===== src/rtl/bsu_pkg.sv =====
package bsu_pkg;

    typedef enum logic [3:0] {
        K_SEQ      = 4'd0,
        K_BR_ZSET  = 4'd1,
        K_BR_ZCLR  = 4'd2,
        K_BR_CSET  = 4'd3,
        K_BR_CCLR  = 4'd4,
        K_BR_SSET  = 4'd5,
        K_BR_SCLR  = 4'd6,
        K_JMP_REL  = 4'd7,
        K_JMP_ABS  = 4'd8,
        K_SKIP_ONE = 4'd9,
        K_SKIP_ZER = 4'd10
    } kind_e;

    localparam int unsigned KIND_W = 4;

    function automatic logic is_cond_branch(input logic [KIND_W-1:0] k);
        return (k >= K_BR_ZSET) && (k <= K_BR_SCLR);
    endfunction

endpackage


===== src/rtl/bsu_cond_eval.sv =====
module bsu_cond_eval
    import bsu_pkg::*;
(
    input  logic [KIND_W-1:0] kind,
    input  logic              flag_z,
    input  logic              flag_c,
    input  logic              flag_s,
    input  logic              test_bit,
    output logic              take
);
    always_comb begin
        take = 1'b0;
        case (kind)
            K_BR_ZSET:  take = flag_z;
            K_BR_ZCLR:  take = ~flag_z;
            K_BR_CSET:  take = flag_c;
            K_BR_CCLR:  take = ~flag_c;
            K_BR_SSET:  take = flag_s;
            K_BR_SCLR:  take = ~flag_s;
            K_JMP_REL:  take = 1'b1;
            K_JMP_ABS:  take = 1'b1;
            K_SKIP_ONE: take = test_bit;
            K_SKIP_ZER: take = ~test_bit;
            default:    take = 1'b0;
        endcase
    end
endmodule


===== src/rtl/bsu_target_calc.sv =====
module bsu_target_calc #(
    parameter int unsigned PC_W  = 16,
    parameter int unsigned OFF_W = 12,
    parameter int unsigned BR_W  = 7,
    parameter int unsigned TGT_W = 22
) (
    input  logic [PC_W-1:0]  pc,
    input  logic [OFF_W-1:0] offset,
    input  logic [TGT_W-1:0] abs_target,
    input  logic             next_two_word,
    output logic [PC_W-1:0]  seq_pc,
    output logic [PC_W-1:0]  br_pc,
    output logic [PC_W-1:0]  rel_pc,
    output logic [PC_W-1:0]  abs_pc,
    output logic [PC_W-1:0]  skip_pc
);
    localparam int unsigned BR_EXT  = PC_W - BR_W;
    localparam int unsigned OFF_EXT = PC_W - OFF_W;

    logic [PC_W-1:0] br_disp;
    logic [PC_W-1:0] rel_disp;
    logic [PC_W-1:0] skip_step;

    always_comb begin
        br_disp   = {{BR_EXT{offset[BR_W-1]}}, offset[BR_W-1:0]};
        rel_disp  = {{OFF_EXT{offset[OFF_W-1]}}, offset};
        skip_step = next_two_word ? PC_W'(3) : PC_W'(2);
        seq_pc    = pc + PC_W'(1);
        br_pc     = seq_pc + br_disp;
        rel_pc    = seq_pc + rel_disp;
        skip_pc   = pc + skip_step;
    end

    generate
        if (TGT_W > PC_W) begin : g_trunc
            logic unused_tgt_hi;
            assign unused_tgt_hi = ^abs_target[TGT_W-1:PC_W];
            assign abs_pc = abs_target[PC_W-1:0];
        end else begin : g_extend
            assign abs_pc = PC_W'(abs_target);
        end
    endgenerate
endmodule


===== src/rtl/bsu_top.sv =====
module bsu_top
    import bsu_pkg::*;
#(
    parameter int unsigned PC_W  = 16,
    parameter int unsigned OFF_W = 12,
    parameter int unsigned BR_W  = 7,
    parameter int unsigned TGT_W = 22
) (
    input  logic              clk,
    input  logic              rst_n,
    input  logic              in_valid,
    input  logic [3:0]        kind,
    input  logic [PC_W-1:0]   pc,
    input  logic              flag_z,
    input  logic              flag_c,
    input  logic              flag_s,
    input  logic              test_bit,
    input  logic [OFF_W-1:0]  offset,
    input  logic [TGT_W-1:0]  abs_target,
    input  logic              next_two_word,
    output logic              out_valid,
    output logic [PC_W-1:0]   next_pc,
    output logic              taken
);
    typedef struct packed {
        logic            vld;
        logic            tkn;
        logic [PC_W-1:0] npc;
    } res_t;

    res_t res_d, res_q;

    logic            take;
    logic [PC_W-1:0] seq_pc, br_pc, rel_pc, abs_pc, skip_pc;

    bsu_cond_eval u_cond (
        .kind     (kind),
        .flag_z   (flag_z),
        .flag_c   (flag_c),
        .flag_s   (flag_s),
        .test_bit (test_bit),
        .take     (take)
    );

    bsu_target_calc #(
        .PC_W  (PC_W),
        .OFF_W (OFF_W),
        .BR_W  (BR_W),
        .TGT_W (TGT_W)
    ) u_tgt (
        .pc            (pc),
        .offset        (offset),
        .abs_target    (abs_target),
        .next_two_word (next_two_word),
        .seq_pc        (seq_pc),
        .br_pc         (br_pc),
        .rel_pc        (rel_pc),
        .abs_pc        (abs_pc),
        .skip_pc       (skip_pc)
    );

    always_comb begin
        res_d     = res_q;
        res_d.vld = in_valid;
        if (in_valid) begin
            res_d.tkn = take;
            if (!take) begin
                res_d.npc = seq_pc;
            end else if (is_cond_branch(kind)) begin
                res_d.npc = br_pc;
            end else begin
                case (kind)
                    K_JMP_REL:  res_d.npc = rel_pc;
                    K_JMP_ABS:  res_d.npc = abs_pc;
                    K_SKIP_ONE,
                    K_SKIP_ZER: res_d.npc = skip_pc;
                    default:    res_d.npc = seq_pc;
                endcase
            end
        end
    end

    always_ff @(posedge clk) begin
        if (!rst_n) begin
            res_q <= '0;
        end else begin
            res_q <= res_d;
        end
    end

    assign out_valid = res_q.vld;
    assign taken     = res_q.tkn;
    assign next_pc   = res_q.npc;
endmodule


===== config.mk =====
export PLATFORM = sky130hd
export DESIGN_NAME = bsu_top
export DESIGN_NICKNAME = d
export VERILOG_FILES = /design/src/rtl/bsu_pkg.sv /design/src/rtl/bsu_cond_eval.sv /design/src/rtl/bsu_target_calc.sv /design/src/rtl/bsu_top.sv
export SDC_FILE = /design/constraint.sdc
export NUM_CORES = 1
export LEC_CHECK = 0
export ABC_AREA = 1
export BUFFER_PORTS_ARGS = -buffer_cell sky130_fd_sc_hd__buf_2
export CORE_ASPECT_RATIO = 1.75
export CORE_MARGIN = 4
export CORE_UTILIZATION = 50
export CTS_CLUSTER_SIZE = 10
export DETAILED_ROUTE_END_ITERATION = 16
export PLACE_DENSITY_LB_ADDON = 0.25
export SLEW_MARGIN = 20
export SYNTH_ARGS = -nofsm -noshare
export SYNTH_HDL_FRONTEND = slang
export SYNTH_SLANG_ARGS = --single-unit

===== constraint.sdc =====
create_clock -name clk -period 2.2 [get_ports clk]
set_input_delay 0.11 -clock clk [delete_from_list [all_inputs] [get_ports clk]]
set_output_delay 0.11 -clock clk [all_outputs]
set_load 0.005 [all_outputs]

[Word-level counts from Yosys, hierarchy flattened]
Index checks and enable logic that the tools add are counted.
Storage, ports and cells
  word-level logic and storage cells: 31
  output and inout bits: 18
  memories: 0
  bits in latches: 0
  bits in read-only memories: 0
  bits in writable memories: 0
  register bits after elaboration: 18
  bits of input ports: 62
Cells by class
  multiply operators: 0
  add/sub/neg operators: 4
  divide/modulo/power cells: 0
  shift-type cells: 0
  bitwise logic cells: 4
  reductions and logical operators: 3
  magnitude comparators: 2
  mux-type cells: 5
  equality and inequality tests: 10
Operators by type and width (number)
  16-bit adder: 3
  16-bit one-hot mux with 3 select lines: 1
  16-bit 2-to-1 mux: 2
  16-bit by 1-bit adder with 16-bit output, second input constant: 1
  4-bit by 3-bit equality test with 1-bit output, second input constant: 4
  4-bit equality test, second input constant: 3
  1-bit one-hot mux with 9 select lines: 1
  4-bit by 2-bit equality test with 1-bit output, second input constant: 2
  4-bit by 1-bit equality test with 1-bit output, second input constant: 1
  4-bit by 1-bit greater-or-equal comparator with 1-bit output, second input constant: 1
  4-bit by 3-bit less-or-equal comparator with 1-bit output, second input constant: 1
  1-bit NOT: 4
  2-bit OR reduction: 2
  1-bit logical AND: 1
  1-bit 2-to-1 mux: 1

[Longest topological paths before layout]
  depth after elaboration: 5
  depth in mapped cells: 23
  mapped depth without buffers: 23

[Hierarchy]
A second synthesis with hierarchy kept.
Unflattened totals
  cell total of the unflattened synthesis: 732
  area, all modules: 4007.6 µm²
By module, submodules not included
  bsu_target_calc: instances 1, area an instance 2190.9 µm², cells each 381, sequential area each 0.0 µm²
  bsu_top: instances 1, area an instance 1724.2 µm², cells each 330, sequential area each 360.3 µm²
  bsu_cond_eval: instances 1, area an instance 92.6 µm², cells each 21, sequential area each 0.0 µm²

[Worst setup path after synthesis]
OpenSTA, ideal clock, no wires.
  path kind: input to register
  start point: input pc[2]
  end point: register res_q, in the netlist next_pc[7]
  arrival: 2.158 ns
  slack: -0.075 ns
  setup time: 0.117 ns
  stages on the path: 17
  path through: buf_4 nand3_1 nor2_1 xor2_1 inv_1 ha_1 nand2_1 inv_1 a21oi_1 nand2_1 or2_2 nand3_1 o2111ai_1 nand2_1 nand2_1 nand2_1 a21oi_1
Between the ends
  cells in the longest elaborated chain, start to end: 5
  elaborated cells between the ends (all ways): 7
RTL lines
  start: declaration: line bsu_top.sv:13  | input logic [PC_W-1:0] pc,
  16-bit by 1-bit adder with 16-bit output: line bsu_target_calc.sv:28  | seq_pc = pc + PC_W'(1);
  16-bit adder: line bsu_target_calc.sv:30  | rel_pc = seq_pc + rel_disp;
  16-bit one-hot mux with 3 select lines: line bsu_top.sv:72  | case (kind)
  16-bit 2-to-1 mux: line bsu_top.sv:69  | end else if (is_cond_branch(kind)) begin
  16-bit 2-to-1 mux *: line bsu_top.sv:67  | if (!take) begin
  end signal: assignment: line bsu_top.sv:87  | res_q <= res_d;
  end: declaration: line bsu_top.sv:31  | res_t res_d, res_q;
Every way passes the cells marked *; elsewhere a longest branch is shown, timed or not.
A chain may end at the register's enable or synchronous reset.

[Worst setup path after layout]
  start point: input pc[0]
  end point: register res_q, in the netlist next_pc[14]
Same word-level chain as after synthesis.

==> impl_metrics.yaml <==
clock_tree:
  clkSinkCount: 18
  cts-root-buf: "clkbuf_16"
  h-tree-depth: 1
  clk_pin_slew_ps: 60
  cts_tree: "done"
  cts_buffer_depth: 2
  postCtsHoldBufs: 0
  insertion_delay_ps: 250
  numCtsBuffers: 3
synth:
  syn-num-nets: 692
  yosys-top-cells-count: "nand2_1 (169), inv_1 (78), nor2_1 (57)"
  synth_seq_cells: 18
  synth_edf_count: 0
  synth_area_sq_um: 3374
  synth_top_cell_area_share_pct: 18.80
  synthArstFlopShare_pct: 0
  ys.flop_type: "dfxtp_1"
  synth_largest_area_cell: "nand2_1"
  synth-seq-area-share_pct: 10.68
  yosysWarnings: 0
  synthTopCellsByArea: "nand2_1 (19%), dfxtp_1 (11%), ha_1 (10%)"
  synth.most_common_cell: "nand2_1"
  synthCells: 602
  post_synth.cell_area_avg_sq_um: 5.605
  synth_cell_types: 43
timing:
  maxSlewViolCount: 0
  rsz0062_at_grt: "yes"
  relSlewSlack_pct: 56.09
  fin_crit_sh_pct: 105.3
  fin_crit_ps: 2316
  fin_skew_ps: 0
  tightest_slew_ps: 658.0
  report.final.setup_viol: 8
  hold_viol_final: 0
  setup_slack_ps: -116.1
  hold_ws_ps: 154.4
  max_freq_ghz: 0.4318
critical_path:
  cp-end-kind: "register"
  crit_arrival_ps: 2440
  reg2reg_to: "next_pc[1]"
  cpMostUsedCell: "nand2_1"
  path_cells: "buf_8, ha_4, inv_2, nor2_4, nand2_4, buf_12, xor2_4, ha_4, nand2_1, buf_4, buf_4, nor2_1, nand3_1, nand2_1, nand2_1, a31oi_1, nand2_2, nand2_2, a21oi_2"
  r2r_slack_ps: 1330
  crit_family: "simple AND/OR/NAND/NOR gates"
  required_ps: 2320
  slowest_delay_ps: 320
  crit_fanout: 5
  start_kind: "input pin"
  criticalPathCategory: "input pin to register"
  cp_slowest_cell: "ha_4"
  reg2reg_from: "next_pc[1]"
  path_buf_inv: 5
  worst-r2r-cell-count: 2
placed_design:
  place_area_sq_um: 4524
  port_buffers: 73
  place.gp.congestion: 1.000
  place_ws_ps: -653.0
  dp_hpwl_mm: 11.07
power:
  pwr-share-comb_pct: 62.3
  power_frac_seq_pct: 17.9
  p_leak_nw: 2.710
  switching_power_mw: 0.8620
  swShare_pct: 41.65
  p_int_mw: 1.208
  p_clk_share_pct: 19.8
  power_density_nw_per_um2: 387.7
  ir_drop_v: 0.0001931
drt:
  via_per_inst: 5.806
  detail-route-antenna-nets: 0
  wl_per_cell_um: 17.44
  vias: 5016
  drc: 0
  drt_iter0_drc: 489
  wl_mm: 15.07
  drtPass1Iterations: 5
floorplanning:
  rows: 39
  initial_utilization_pct: 51.61
  die_height_um: 116.7
  fp.dieW_um: 70.10
  io-pin-count: 80
  coreArea_sq_um: 6539
  die-area_sq_um: 8179
min_path:
  whs_path_depth: 3
  min_from: "rst_n"
  hold_class: "input pin to register"
  hold_path_end: "out_valid"
global_route:
  grt_pass1_wl_mm: 22.60
  antenna_found_initial: 0
  track_usage_pct: 34.45
  grt_max_degree: 22
  grt_pass1_vias: 4933
  overflow: 0
flow_run:
  maxCapViolCount: 0
final_layout:
  finalNetCount: 873
  fill_cells: 476
  area.growth.synth_to_final_pct: 58.18
  fin_area_sq_um: 5338
  drive_gt1_share_pct: 40.28
  antenna_cells: 0
  seqCellArea_sq_um: 360.3
  multi_input_area_sq_um: 3174
run_status:
  outcome: "finished, violations left"
  violations: "setup timing"
-- power groups by stage --
stage               Combinational (mW)  Clock [mW]  Sequential [mW]
finish                            1.29       0.410            0.370
global route                      1.39       0.413            0.373
CTS                               1.12       0.403            0.370
detailed placement                1.05           0            0.376
global placement                  1.03           0            0.374
floorplan                        0.567           0            0.377
-- area by class of cell --
cell class | count | share of cell area, %
multi-input combinational | 485 | 59.47
timing repair buffer | 188 | 24.07
sequential | 18 | 6.751
inverter | 87 | 6.118
tap | 82 | 1.922
clock buffer | 4 | 1.664
-- worst register-to-register path, cell delays in order, from the launching register on --
cell and delay (ps):
dfxtp_1 380, nand2_1 80, a21oi_1 300
-- layout by cell type, fill, tap and decap left out, types with 5 or more instances in the layout --
cell | netlist | layout
nand4_1 | 9 | 9
a21oi_2 | 1 | 12
o21ai_1 | 11 | 14
dfxtp_1 | 18 | 18
o211ai_1 | 9 | 9
nor2_4 | 4 | 7
nand2_2 | 11 | 30
nor2_2 | 5 | 12
nor2_1 | 57 | 47
xor2_1 | 12 | 6
nand3_1 | 46 | 43
buf_2 | 5 | 68
xor2_4 | 0 | 5
ha_1 | 27 | 12
a31oi_1 | 7 | 6
inv_1 | 78 | 72
ha_4 | 0 | 15
nand3_2 | 4 | 5
a21oi_1 | 47 | 36
inv_2 | 7 | 13
nand2_1 | 169 | 146
buf_4 | 3 | 115
o21ai_0 | 25 | 20
-- timing repair --
item	in CTS	in global routing
resized for setup	45	67
buffers inserted	9	9
pin swaps	19	29
endpoints found under the setup margin	11	10
-- state kept, by name, summed over array words and instances, names as in the netlist --
signal     cells
out_valid      1
taken          1
next_pc       16
-- metal layers --
metal / up-vias / global-route usage (%) / routed length [um] / part of all wire [%]
met5: - / 0 / 0 / 0
met4: 0 / 21.61 / 1203 / 8.0
met3: 100 / 2.929 / 1038 / 6.9
met2: 323 / 65.70 / 7671 / 51
met1: 2255 / 35.87 / 5152 / 34
li1: 2338 / - / - / -
-- stage by stage --
| stage | cells | utilization (%) | setup TNS [ps] | power [mW] |
|---|---|---|---|---|
| 4_1_cts | 855 | 75.87 | -285.9 | 1.898 |
| 6_report | 864 | 81.63 | -472.5 | 2.070 |
| 3_5_place_dp | 842 | 69.19 | -5441 | 1.423 |
| 3_3_place_gp | 842 | 69.19 | -4737 | 1.399 |
| 2_1_floorplan | 602 | - | 0 | 0.9444 |
| 5_1_grt | 864 | 81.63 | -1719 | 2.176 |
-- cells by family (layout without fill, tap and decap cells) --
| group | Yosys count | after routing | share of synthesized area [%] |
|---|---|---|---|
| AOI/OAI and AO/OA | 120 | 120 | 20.54 |
| xor gates and xnor gates | 19 | 19 | 5.154 |
| adders and majority gates | 28 | 28 | 10.60 |
| buffers and inverters | 99 | 279 | 11.53 |
| DFF | 18 | 18 | 10.68 |
| and+or+nand+nor | 318 | 318 | 41.49 |
-- how the worst max path moves through the flow --
stage,startpoint,end,slack (ps),depth (start not counted)
after floorplan,pc[2],next_pc[11],0.5,17
after global placement,pc[0],next_pc[11],-610,16
after detailed placement,pc[0],next_pc[11],-650,16
after CTS,pc[0],next_pc[15],-120,23
after global routing,pc[1],next_pc[14],-340,18
final,pc[0],next_pc[14],-120,19
(Power assumes the default switching activity.)
